**src/rtl/hem_pkg.sv**
```systemverilog
package hem_pkg;
   localparam logic [3:0] OFF_DOORBELL = 4'd0;
   localparam logic [3:0] OFF_STATUS   = 4'd1;
   localparam logic [3:0] OFF_PTR_LO   = 4'd2;
   localparam logic [3:0] OFF_PTR_HI   = 4'd3;
   localparam logic [3:0] OFF_IRQ_SRC  = 4'd8;

   localparam logic [7:0] DOORBELL_GO  = 8'h01;
   localparam logic [7:0] ACC_READ     = 8'h02;
   localparam logic [7:0] ACC_WRITE    = 8'h03;
   localparam logic [7:0] ONE_ENTRY    = 8'h01;

   localparam logic [7:0] CODE_OK        = 8'h01;
   localparam logic [7:0] CODE_BAD_KIND  = 8'h81;
   localparam logic [7:0] CODE_BAD_COUNT = 8'h82;
   localparam logic [7:0] CODE_BAD_ADDR  = 8'h83;

   localparam int SLOT_KIND  = 0;
   localparam int SLOT_COUNT = 1;
   localparam int SLOT_DATA  = 4;
   localparam int SLOT_ALO   = 6;
   localparam int SLOT_AHI   = 7;

   typedef enum logic {ENG_IDLE, ENG_WAIT} eng_state_e;

   typedef struct packed {
      logic [7:0]  kind;
      logic [7:0]  count;
      logic [7:0]  data;
      logic [15:0] addr;
   } req_pkt_t;
endpackage

```
**src/rtl/hem_mbox_ram.sv**
```systemverilog
module hem_mbox_ram
   import hem_pkg::*;
#(
   parameter int MBOX_DEPTH = 8,
   parameter int IDX_W      = $clog2(MBOX_DEPTH)
)(
   input  logic             clk,
   input  logic             rst_n,
   input  logic             host_we,
   input  logic [IDX_W-1:0] host_idx,
   input  logic [7:0]       host_wdata,
   output logic [7:0]       host_rdata,
   input  logic             eng_we,
   input  logic [7:0]       eng_wdata,
   output req_pkt_t         pkt
);
   generate
      if (MBOX_DEPTH < 8 || MBOX_DEPTH > 256 || (MBOX_DEPTH & (MBOX_DEPTH - 1)) != 0) begin : g_bad_depth
         $error("hem_mbox_ram: MBOX_DEPTH must be a power of two in 8..256");
      end
   endgenerate

   logic [7:0]            mem [MBOX_DEPTH];
   logic [MBOX_DEPTH-1:0] host_sel;

   generate
      for (genvar gi = 0; gi < MBOX_DEPTH; gi++) begin : g_sel
         assign host_sel[gi] = host_we && (host_idx == IDX_W'(gi));
      end
   endgenerate

   always_ff @(posedge clk or negedge rst_n) begin
      if (!rst_n) begin
         for (int i = 0; i < MBOX_DEPTH; i++) mem[i] <= 8'h00;
      end else begin
         for (int i = 0; i < MBOX_DEPTH; i++) begin
            if (eng_we && i == SLOT_DATA) mem[i] <= eng_wdata;
            else if (host_sel[i])        mem[i] <= host_wdata;
         end
      end
   end

   assign host_rdata = mem[host_idx];
   assign pkt.kind   = mem[SLOT_KIND];
   assign pkt.count  = mem[SLOT_COUNT];
   assign pkt.data   = mem[SLOT_DATA];
   assign pkt.addr   = {mem[SLOT_AHI], mem[SLOT_ALO]};
endmodule

```
**src/rtl/hem_vreg_file.sv**
```systemverilog
module hem_vreg_file #(
   parameter int VREG_DEPTH = 64,
   parameter int SEED_MUL   = 37,
   parameter int SEED_ADD   = 11,
   parameter int VA_W       = $clog2(VREG_DEPTH)
)(
   input  logic            clk,
   input  logic            rst_n,
   input  logic            we,
   input  logic [VA_W-1:0] idx,
   input  logic [7:0]      wdata,
   output logic [7:0]      rdata,
   output logic [7:0]      rdata_pair
);
   generate
      if (VREG_DEPTH < 2 || VREG_DEPTH > 4096) begin : g_bad_depth
         $error("hem_vreg_file: VREG_DEPTH must be in 2..4096");
      end
   endgenerate

   logic [7:0]      mem [VREG_DEPTH];
   logic [VA_W-1:0] idx_pair;

   assign idx_pair = idx + VA_W'(1);

   always_ff @(posedge clk or negedge rst_n) begin
      if (!rst_n) begin
         for (int i = 0; i < VREG_DEPTH; i++) mem[i] <= 8'(i * SEED_MUL + SEED_ADD);
      end else if (we) begin
         mem[idx] <= wdata;
      end
   end

   assign rdata      = mem[idx];
   assign rdata_pair = mem[idx_pair];
endmodule

```
**src/rtl/hem_engine.sv**
```systemverilog
module hem_engine
   import hem_pkg::*;
#(
   parameter int EXEC_CYCLES = 8,
   parameter int VREG_DEPTH  = 64,
   parameter int SEED_MUL    = 37,
   parameter int SEED_ADD    = 11,
   parameter bit LATCH_EN    = 1'b1
)(
   input  logic       clk,
   input  logic       rst_n,
   input  logic       start,
   input  req_pkt_t   pkt,
   output logic       busy,
   output logic       done,
   output logic [7:0] done_code,
   output logic       mbox_we,
   output logic [7:0] mbox_wdata
);
   localparam int CNT_W = $clog2(EXEC_CYCLES + 1);
   localparam int VA_W  = $clog2(VREG_DEPTH);

   generate
      if (EXEC_CYCLES < 1 || EXEC_CYCLES > 64) begin : g_bad_lat
         $error("hem_engine: EXEC_CYCLES must be in 1..64");
      end
   endgenerate

   eng_state_e      state_q;
   logic [CNT_W-1:0] cnt_q;
   logic            kind_ok, count_ok, addr_ok, pair_ok, cmd_ok, is_rd, is_wr;
   logic [7:0]      vr_rdata, vr_pair, rd_val;
   logic [VA_W-1:0] vidx;

   assign busy = (state_q == ENG_WAIT);
   assign done = busy && (cnt_q == CNT_W'(EXEC_CYCLES));

   always_ff @(posedge clk or negedge rst_n) begin
      if (!rst_n) begin
         state_q <= ENG_IDLE;
         cnt_q   <= '0;
      end else begin
         unique case (state_q)
            ENG_IDLE: if (start) begin
               state_q <= ENG_WAIT;
               cnt_q   <= CNT_W'(1);
            end
            ENG_WAIT: if (done) begin
               state_q <= ENG_IDLE;
               cnt_q   <= '0;
            end else begin
               cnt_q   <= cnt_q + CNT_W'(1);
            end
            default: state_q <= ENG_IDLE;
         endcase
      end
   end

   // Request decode and completion code, kind first, then count, then address
   assign is_rd    = (pkt.kind == ACC_READ);
   assign is_wr    = (pkt.kind == ACC_WRITE);
   assign kind_ok  = is_rd || is_wr;
   assign count_ok = (pkt.count == ONE_ENTRY);
   assign addr_ok  = ({1'b0, pkt.addr} < 17'(VREG_DEPTH));
   assign pair_ok  = ({1'b0, pkt.addr} + 17'd1 < 17'(VREG_DEPTH));
   assign cmd_ok   = kind_ok && count_ok && addr_ok;
   assign vidx     = pkt.addr[VA_W-1:0];

   always_comb begin
      if (!kind_ok)       done_code = CODE_BAD_KIND;
      else if (!count_ok) done_code = CODE_BAD_COUNT;
      else if (!addr_ok)  done_code = CODE_BAD_ADDR;
      else                done_code = CODE_OK;
   end

   hem_vreg_file #(
      .VREG_DEPTH (VREG_DEPTH),
      .SEED_MUL   (SEED_MUL),
      .SEED_ADD   (SEED_ADD)
   ) u_vreg (
      .clk        (clk),
      .rst_n      (rst_n),
      .we         (done && cmd_ok && is_wr),
      .idx        (vidx),
      .wdata      (pkt.data),
      .rdata      (vr_rdata),
      .rdata_pair (vr_pair)
   );

   generate
      if (LATCH_EN) begin : g_pair_latch
         logic        cap_v;
         logic [15:0] cap_a;
         logic [7:0]  cap_d;
         logic        cap_hit;

         assign cap_hit = cap_v && (pkt.addr == cap_a);
         assign rd_val  = cap_hit ? cap_d : vr_rdata;

         always_ff @(posedge clk or negedge rst_n) begin
            if (!rst_n) begin
               cap_v <= 1'b0;
               cap_a <= '0;
               cap_d <= '0;
            end else if (done && cmd_ok && is_rd) begin
               if (!cap_hit && !pkt.addr[0] && pair_ok) begin
                  cap_v <= 1'b1;
                  cap_a <= pkt.addr + 16'd1;
                  cap_d <= vr_pair;
               end else begin
                  cap_v <= 1'b0;
               end
            end
         end
      end else begin : g_no_latch
         logic unused_pair;
         assign unused_pair = ^{vr_pair, pair_ok};
         assign rd_val      = vr_rdata;
      end
   endgenerate

   assign mbox_we    = done && cmd_ok && is_rd;
   assign mbox_wdata = rd_val;
endmodule

```
**src/rtl/hem_host_if.sv**
```systemverilog
module hem_host_if
   import hem_pkg::*;
#(
   parameter int         MBOX_DEPTH = 8,
   parameter logic [7:0] REGION_SEL = 8'h80,
   parameter int         IDX_W      = $clog2(MBOX_DEPTH)
)(
   input  logic             clk,
   input  logic             rst_n,
   input  logic             bus_wr,
   input  logic [3:0]       bus_addr,
   input  logic [7:0]       bus_wdata,
   output logic [7:0]       bus_rdata,
   output logic             ram_we,
   output logic [IDX_W-1:0] ram_idx,
   input  logic [7:0]       ram_rdata,
   input  logic             eng_busy,
   input  logic             eng_done,
   input  logic [7:0]       eng_code,
   output logic             start,
   output logic             db_q,
   output logic [7:0]       status_q,
   output logic [7:0]       int_q,
   output logic [7:0]       ptr_lo,
   output logic [7:0]       ptr_hi
);
   logic       in_win, win_hit;
   logic [8:0] win_sum;

   assign in_win  = (bus_addr[3:2] == 2'b01);
   assign win_sum = {1'b0, ptr_lo} + {7'b0, bus_addr[1:0]};
   assign win_hit = in_win && (ptr_hi == REGION_SEL) && (win_sum < 9'(MBOX_DEPTH));
   assign ram_idx = win_sum[IDX_W-1:0];
   assign ram_we  = bus_wr && win_hit;

   assign start = bus_wr && (bus_addr == OFF_DOORBELL) && (bus_wdata == DOORBELL_GO) && !eng_busy;

   always_ff @(posedge clk or negedge rst_n) begin
      if (!rst_n) begin
         ptr_lo   <= '0;
         ptr_hi   <= '0;
         db_q     <= 1'b0;
         status_q <= '0;
         int_q    <= '0;
      end else begin
         if (bus_wr && bus_addr == OFF_PTR_LO) ptr_lo <= bus_wdata;
         if (bus_wr && bus_addr == OFF_PTR_HI) ptr_hi <= bus_wdata;

         if (eng_done)   db_q <= 1'b0;
         else if (start) db_q <= 1'b1;

         if (eng_done)
            status_q <= eng_code;
         else if (bus_wr && bus_addr == OFF_STATUS)
            status_q <= status_q & ~bus_wdata;

         if (bus_wr && bus_addr == OFF_IRQ_SRC) begin
            int_q <= {int_q[7:1] & ~bus_wdata[7:1], (int_q[0] & ~bus_wdata[0]) | eng_done};
         end else if (eng_done) begin
            int_q[0] <= 1'b1;
         end
      end
   end

   always_comb begin
      bus_rdata = 8'h00;
      unique case (bus_addr)
         OFF_DOORBELL:               bus_rdata = {7'b0, db_q};
         OFF_STATUS:                 bus_rdata = status_q;
         OFF_PTR_LO:                 bus_rdata = ptr_lo;
         OFF_PTR_HI:                 bus_rdata = ptr_hi;
         4'd4, 4'd5, 4'd6, 4'd7:     bus_rdata = win_hit ? ram_rdata : 8'h00;
         OFF_IRQ_SRC:                bus_rdata = int_q;
         default:                    bus_rdata = 8'h00;
      endcase
   end
endmodule

```
**src/rtl/hostec_mailbox.sv**
```systemverilog
module hostec_mailbox
   import hem_pkg::*;
#(
   parameter int         EXEC_CYCLES = 8,
   parameter int         VREG_DEPTH  = 64,
   parameter int         MBOX_DEPTH  = 8,
   parameter logic [7:0] REGION_SEL  = 8'h80,
   parameter int         SEED_MUL    = 37,
   parameter int         SEED_ADD    = 11,
   parameter bit         LATCH_EN    = 1'b1
)(
   input  logic       clk,
   input  logic       rst_n,
   input  logic       bus_wr,
   input  logic [3:0] bus_addr,
   input  logic [7:0] bus_wdata,
   output logic [7:0] bus_rdata
);
   localparam int IDX_W = $clog2(MBOX_DEPTH);

   generate
      if (EXEC_CYCLES < 1 || EXEC_CYCLES > 64) begin : g_bad_lat
         $error("hostec_mailbox: EXEC_CYCLES must be in 1..64");
      end
      if (VREG_DEPTH > 65536) begin : g_bad_vreg
         $error("hostec_mailbox: VREG_DEPTH exceeds the 16-bit space");
      end
   endgenerate

   logic             ram_we, start, eng_busy, eng_done, mbox_we, db_q;
   logic [IDX_W-1:0] ram_idx;
   logic [7:0]       ram_rdata, eng_code, mbox_wdata, status_q, int_q, ptr_lo, ptr_hi;
   req_pkt_t         pkt;

   hem_host_if #(
      .MBOX_DEPTH (MBOX_DEPTH),
      .REGION_SEL (REGION_SEL)
   ) u_host_if (
      .clk       (clk),
      .rst_n     (rst_n),
      .bus_wr    (bus_wr),
      .bus_addr  (bus_addr),
      .bus_wdata (bus_wdata),
      .bus_rdata (bus_rdata),
      .ram_we    (ram_we),
      .ram_idx   (ram_idx),
      .ram_rdata (ram_rdata),
      .eng_busy  (eng_busy),
      .eng_done  (eng_done),
      .eng_code  (eng_code),
      .start     (start),
      .db_q      (db_q),
      .status_q  (status_q),
      .int_q     (int_q),
      .ptr_lo    (ptr_lo),
      .ptr_hi    (ptr_hi)
   );

   hem_mbox_ram #(
      .MBOX_DEPTH (MBOX_DEPTH)
   ) u_mbox (
      .clk        (clk),
      .rst_n      (rst_n),
      .host_we    (ram_we),
      .host_idx   (ram_idx),
      .host_wdata (bus_wdata),
      .host_rdata (ram_rdata),
      .eng_we     (mbox_we),
      .eng_wdata  (mbox_wdata),
      .pkt        (pkt)
   );

   hem_engine #(
      .EXEC_CYCLES (EXEC_CYCLES),
      .VREG_DEPTH  (VREG_DEPTH),
      .SEED_MUL    (SEED_MUL),
      .SEED_ADD    (SEED_ADD),
      .LATCH_EN    (LATCH_EN)
   ) u_engine (
      .clk        (clk),
      .rst_n      (rst_n),
      .start      (start),
      .pkt        (pkt),
      .busy       (eng_busy),
      .done       (eng_done),
      .done_code  (eng_code),
      .mbox_we    (mbox_we),
      .mbox_wdata (mbox_wdata)
   );
endmodule

```
**config.mk**
```make
export PLATFORM = sky130hd
export DESIGN_NAME = hostec_mailbox
export DESIGN_NICKNAME = d
export VERILOG_FILES = /design/src/rtl/hem_pkg.sv /design/src/rtl/hem_mbox_ram.sv /design/src/rtl/hem_vreg_file.sv /design/src/rtl/hem_engine.sv /design/src/rtl/hem_host_if.sv /design/src/rtl/hostec_mailbox.sv
export SDC_FILE = /design/constraint.sdc
export NUM_CORES = 1
export LEC_CHECK = 0
export BUFFER_PORTS_ARGS = -buffer_cell sky130_fd_sc_hd__buf_2
export CORE_AREA = 10 10 280 282
export DETAILED_ROUTE_END_ITERATION = 12
export DIE_AREA = 0 0 290 292
export PLACE_DENSITY = 0.69
export SYNTH_ARGS = -nofsm -noshare
export SYNTH_HDL_FRONTEND = slang
export SYNTH_HIERARCHICAL = 1
export SYNTH_SLANG_ARGS = --single-unit
```
**constraint.sdc**
```tcl
create_clock -name clk -period 6.46 [get_ports clk]
set_clock_uncertainty 0.05 [all_clocks]
set_input_delay 1.292 -clock clk [delete_from_list [all_inputs] [get_ports clk]]
set_output_delay 1.292 -clock clk [all_outputs]
set_load 0.005 [all_outputs]
```
==> results of run 1 <==
==> state kept, by name, summed over array words and instances, names as in the netlist <==
name,cells
u_host_if/ptr_hi,8
u_host_if/int_q,8
u_host_if/ptr_lo,8
u_engine/g_pair_latch.cap_d,8
u_host_if/status_q,8
u_mbox/mem,24
u_engine/busy,1
u_engine/g_pair_latch.cap_v,1
u_engine/u_vreg/mem,512
u_host_if/db_q,1
u_mbox/pkt,40
u_engine/cnt_q,4
u_engine/g_pair_latch.cap_a,16
==> critical path, delay by kind of cell <==
| kind | cells | cell delay (ns) |
|---|---|---|
| buf+inv | 4 | 1.20 |
| fa+ha+maj | 2 | 0.62 |
| compound gates | 3 | 0.48 |
| mux | 1 | 0.43 |
==> cell type report <==
class | instances | area share
diodes | 1 | 0.0000654
clock buffers | 109 | 0.0560
clock inverters | 24 | 0.00841
inverters | 13 | 0.00128
multi-input cells | 1682 | 0.461
flip-flops and latches | 639 | 0.427
well taps | 959 | 0.0314
repair buffers | 69 | 0.0150
==> metrics by stage <==
stage / instance area (µm²) / std cells
6_report: 38300 / 3496
5_1_grt: 38300 / 3495
4_1_cts: 38300 / 3495
3_5_place_dp: 35800 / 3362
3_3_place_gp: 35800 / 3362
2_1_floorplan: 35200 / 2580
==> cell families after synthesis <==
family | Yosys count | synth area share
compound gates | 322 | 0.0710
xor+xnor | 27 | 0.00715
mux | 930 | 0.358
fa+ha+maj | 7 | 0.00270
simple gates | 391 | 0.0603
other cells | 1 | 0.000107
flops | 639 | 0.463
buf+inv | 259 | 0.0371
==> per-layer routing <==
| metal | wire length, µm | global-route usage | up-vias |
|---|---|---|---|
| met5 | 22 | 0 | - |
| met4 | 5490 | 0.118 | 4 |
| met3 | 10900 | 0.0609 | 329 |
| met2 | 48900 | 0.379 | 1303 |
| met1 | 42700 | 0.331 | 12600 |
| li1 | - | - | 9687 |
==> cell usage in the layout, fill, tap and decap left out, drive strengths merged, types with 15 or more instances in the layout <==
cell and instances:
mux2 702, dfrtp 383, dfstp 256, mux4 189
nand2 155, clkbuf 109, nor2 75, buf 69
a221oi 67, a22oi 52, o22ai 43, mux2i 39
nand3 33, o21ai 23, nor2b 22, and3 21
inv 16, a21oi 15
==> path summary, 6_finish.rpt <==
check	startpoint	to	cells past startpoint
min	u_host_if/int_q[0]$_DFFE_PN0P_	u_host_if/int_q[0]$_DFFE_PN0P_	1
min reg2reg	u_host_if/int_q[0]$_DFFE_PN0P_	u_host_if/int_q[0]$_DFFE_PN0P_	1
max	bus_addr[0]	bus_rdata[6]	10
max reg2reg	u_mbox/pkt[25]$_DFFE_PN0P_	u_engine/u_vreg/mem[442]$_DFFE_PN0P_	9
min in group asynchronous	rst_n	u_engine/u_vreg/mem[212]$_DFFE_PN0P_	1
max in group asynchronous	rst_n	u_mbox/pkt[1]$_DFFE_PN0P_	2
==> power groups by stage <==
stage | logic [mW] | clock network [mW] | registers (mW)
after floorplan | 0.259 | 0 | 4.13
after global routing | 0.447 | 4.50 | 4.08
after global placement | 0.396 | 0 | 4.15
final | 0.411 | 4.26 | 4.08
after CTS | 0.410 | 4.33 | 4.08
after detailed placement | 0.408 | 0 | 4.15
==> run_results.csv, run 1 <==
group,metric,value,unit
pwr,swShare,0.232,
clock_tree,cts_max_level,3,
synthesis,syn_area,35200,µm²
critical_path,start_kind,"input pin",
sta,drv_slew,0,
finish,seqCellArea,16300,µm²
critical_path,criticalPathCategory,"input pin to primary output",
finish,final_net_count,2499,
clock_tree,cts_setup_buffers,0,
critical_path,path_cells,"buf_2, ha_1, inv_1, fa_1, inv_1, mux2_2, o22ai_1, a311oi_1, a21o_1, buf_2",
pwr,p_comb_frac,0.047,
clock_tree,holdBufCountCts,0,
routing,num_vias,23900,
sta,fin_crit,5.36,ns
routing,routed_wl,108,mm
synthesis,synth_common_cells,"639 x mux2_2, 383 x dfrtp_1, 256 x dfstp_2",
sta,hold_viol,0,
finish,multi_input_area,17600,µm²
placed_design,dp_hpwl,68.3,mm
pwr,p_switching,2.03,mW
grt,antenna_found_initial,3,
critical_path,r2r_setup_slack,1.80,ns
finish,drive_gt1_frac,0.535,
grt,grt_use_total,0.249,
critical_path,setup.worst_path.end_class,"primary output",
floorplanning,initial_utilization,0.485,
routing,drt_iter0_markers,3118,
outcome,status,"complete, no violations",
clock_tree,cts_tree,"built",
clock_tree,clkLatencyLatePin,0.64,ns
sta,relSlewSlack,0.134,
synthesis,yosysMostFrequentCell,"mux2_2",
finish,utilization,0.527,
synthesis,netlist_top_cells_area,"dfrtp_1 27%, mux2_2 20%, dfstp_2 19%, mux4_2 12%, mux2_1 1.7%",
sta,fmax,187,MHz
critical_path,critical_path_arrival,4.02,ns
synthesis,ys.flop_type,"dfrtp_1",
critical_path,cp.required,5.12,ns
pwr,seqPwrFrac,0.466,
synthesis,synthesis.instances,2576,
floorplanning,core,72600,µm²
floorplanning,dieWidth,290,µm
routing,drt_first_pass_iters,6,
pwr,clkPwrFrac,0.487,
clock_tree,path_clk_slew,0.05,ns
grt,grt_first_pass_wirelength,163,mm
floorplanning,fp-row-count,99,
placed_design,place_congestion,0.984,
floorplanning,io_pins,23,
synthesis,async_reset_ff_frac,1.00,
synthesis,synth-seq-cells,639,
critical_path,crit_slowest_cell,"inv_1",
pwr,internal_power,6.73,mW
synthesis,yosysSeqAreaShare,0.463,
floorplanning,fp.dieH,292,µm
routing,ant_nets,0,
synthesis,yosysUniqueCellTypes,91,
clock_tree,cts_num_sinks,639,
finish,fill_cells,6104,
synthesis,ys_warn_count,6,
grt,grt_max_degree,161,
sta,min_period_over_period,0.830,
pwr,p_per_area,229,nW/µm²
placed_design,io_buffer_count,22,
finish,syn_to_final_growth,8.70,%
sta,worstMarginPinSlew,1.29,ns
routing,vias_per_cell,6.83,
clock_tree,root_buffer,"clkbuf_16",
routing,drc,0,
pwr,power,8.76,mW
routing,routedWlPerCell,30.9,µm
clock_tree,cts_made_buffers,72,
critical_path,cp_max_fo,32,
floorplanning,die_area,84700,µm²
sta,rsz0062_at_grt,"no",
grt,first_global_vias,24400,
synthesis,syn_avg_cell_area,13.7,µm²
pwr,vdd_ir_drop_max,188,µV
critical_path,slowest_delay,0.83,ns
synthesis,synth.top_cell.area_share,0.272,
synthesis,synth_edf_count,0,
sta,finalSetupViolations,0,
sta,setup_slack,1.10,ns
worst_hold_path,min_path_type,"register to register",
synthesis,synth_top_cell_by_area,"dfrtp_1",
sta,fin_setup_tns,0,ns
job,cap_violations,0,
grt,grt.overflow.total,0,
clock_tree,cts_resized,0,
pwr,power.leakage,16.3,nW
placed_design,dp_slack,1.17,ns
sta,fin_hold_ws,0.448,ns
clock_tree,clk_path_buf_depth,3,
Power figures use the tool's default switching activity.
==> inputs of run 2 (changes only) <==
- clock period: 6.46 -> 5.2 ns (I/O delays scaled with it)
==> run 2 against run 1 <==
  * Cell count rose by 1.3%
  * Critical path type unchanged
  * Utilization grew 0.49 points
  * Worst hold slack worse by 0.0069 ns
  * Total power rose by 24%
  * Die area is the same
  * Worst setup slack got worse by 0.75 ns
  * Largest power group unchanged
  * Global-route usage is 0.37 points higher
  * Routed wire length grew 1.3%
==> run_results.csv, run 2 (synthesis gave the netlist of run 1 again) <==
group,metric,value,unit
outcome,status,"complete, no violations",
pwr,power.leakage,16.5,nW
placed_design,dp_slack,0.435,ns
floorplanning,io_pins,23,
critical_path,setup.worst_path.end_class,"primary output",
routing,drt_first_pass_iters,6,
floorplanning,die_area,84700,µm²
clock_tree,cts_setup_buffers,0,
clock_tree,cts_resized,0,
finish,regMostFlops,"u_engine/u_vreg/mem",
routing,routed_wl,109,mm
clock_tree,cts_tree,"built",
grt,grt_first_pass_wirelength,165,mm
floorplanning,initial_utilization,0.485,
clock_tree,cts_max_level,3,
clock_tree,clkLatencyLatePin,0.63,ns
clock_tree,root_buffer,"clkbuf_16",
clock_tree,path_clk_slew,0.05,ns
grt,grt_use_total,0.253,
finish,mostFrequentLayoutCells,"639 x mux2_2, 372 x dfrtp_1, 256 x dfstp_2, 184 x mux4_2, 153 x nand2_1",
clock_tree,cts_num_sinks,639,
sta,rsz0062_at_grt,"no",
sta,setup_slack,0.351,ns
critical_path,critical_path_arrival,3.76,ns
sta,finalSetupViolations,0,
clock_tree,cts_made_buffers,74,
finish,syn_to_final_growth,9.70,%
sta,drv_slew,0,
sta,fin_crit,4.85,ns
critical_path,start_kind,"input pin",
sta,worstMarginPinSlew,1.20,ns
grt,grt_max_degree,116,
job,cap_violations,0,
routing,vias_per_cell,6.78,
sta,fmax,206,MHz
sta,fin_hold_ws,0.441,ns
floorplanning,fp.dieH,292,µm
critical_path,criticalPathCategory,"input pin to primary output",
pwr,vdd_ir_drop_max,242,µV
sta,hold_viol,0,
finish,final_common_cell,"mux2_2",
finish,drive_gt1_frac,0.543,
clock_tree,holdBufCountCts,0,
routing,num_vias,24000,
grt,antenna_found_initial,2,
placed_design,place_congestion,1.01,
grt,first_global_vias,24600,
finish,largest_reg_flops,512,
routing,ant_nets,0,
finish,final_net_count,2540,
pwr,p_per_area,281,nW/µm²
floorplanning,dieWidth,290,µm
sta,relSlewSlack,0.187,
worst_hold_path,min_path_type,"register to register",
sta,fin_setup_tns,0,ns
routing,drc,0,
pwr,power,10.8,mW
placed_design,dp_hpwl,70.5,mm
placed_design,io_buffer_count,22,
floorplanning,fp-row-count,99,
clock_tree,clk_path_buf_depth,3,
routing,routedWlPerCell,30.9,µm
sta,min_period_over_period,0.933,
grt,grt.overflow.total,0,
critical_path,cp_max_fo,31,
floorplanning,core,72600,µm²
critical_path,cp.required,4.11,ns
finish,fill_cells,6064,
routing,drt_iter0_markers,2722,
-- run 2: critical path, cell delays in order --
cell and delay, ns:
buf_2 0.20, ha_1 0.20, inv_1 0.06, fa_1 0.42
inv_1 0.80, mux2_2 0.32, o32ai_1 0.08, a311oi_1 0.37
a21o_1 0.16, buf_2 0.11
-- run 2: per-layer routing --
metal	track usage	vias up	share of wire
met5	0	-	0.00011
met4	0.121	2	0.052
met3	0.0579	310	0.087
met2	0.386	1167	0.45
met1	0.338	12800	0.41
li1	-	9749	-
-- run 2: per-stage QoR --
| step | area (µm²) | instances | utilization |
|---|---|---|---|
| 6_report | 38600 | 3540 | 0.532 |
| 5_1_grt | 38600 | 3539 | 0.532 |
| 4_1_cts | 38600 | 3539 | 0.532 |
| 3_5_place_dp | 36200 | 3401 | 0.498 |
| 3_3_place_gp | 36200 | 3401 | 0.498 |
| 2_1_floorplan | 35200 | 2580 | - |
-- run 2: path summary, 6_finish.rpt --
kind	start	slack (ns)	to	depth (start not counted)
min in group asynchronous	rst_n	0.46	u_engine/u_vreg/mem[209]$_DFFE_PN0P_	1
max	bus_addr[0]	0.35	bus_rdata[6]	10
max in group asynchronous	rst_n	3.45	u_engine/u_vreg/mem[358]$_DFFE_PN1P_	2
min reg2reg	u_host_if/int_q[0]$_DFFE_PN0P_	0.44	u_host_if/int_q[0]$_DFFE_PN0P_	1
max reg2reg	u_mbox/pkt[0]$_DFFE_PN0P_	0.94	u_mbox/pkt[21]$_DFFE_PN0P_	9
min	u_host_if/int_q[0]$_DFFE_PN0P_	0.44	u_host_if/int_q[0]$_DFFE_PN0P_	1
-- run 2: power breakdown --
group	internal, mW	switching, mW	total, mW
registers	5.03	0.0463	5.08
logic	0.180	0.344	0.524
clock network	3.08	2.16	5.24
-- run 2: layout make-up --
cell class / instances / area [µm²] / share of cell area
repair buffers: 108 / 941 / 0.0244
multi-input cells: 1682 / 17600 / 0.457
clock inverters: 31 / 314 / 0.00813
flip-flops and latches: 639 / 16300 / 0.423
inverters: 13 / 48.8 / 0.00126
diodes: 1 / 2.50 / 0.0000648
well taps: 959 / 1200 / 0.0311
clock buffers: 107 / 2140 / 0.0553
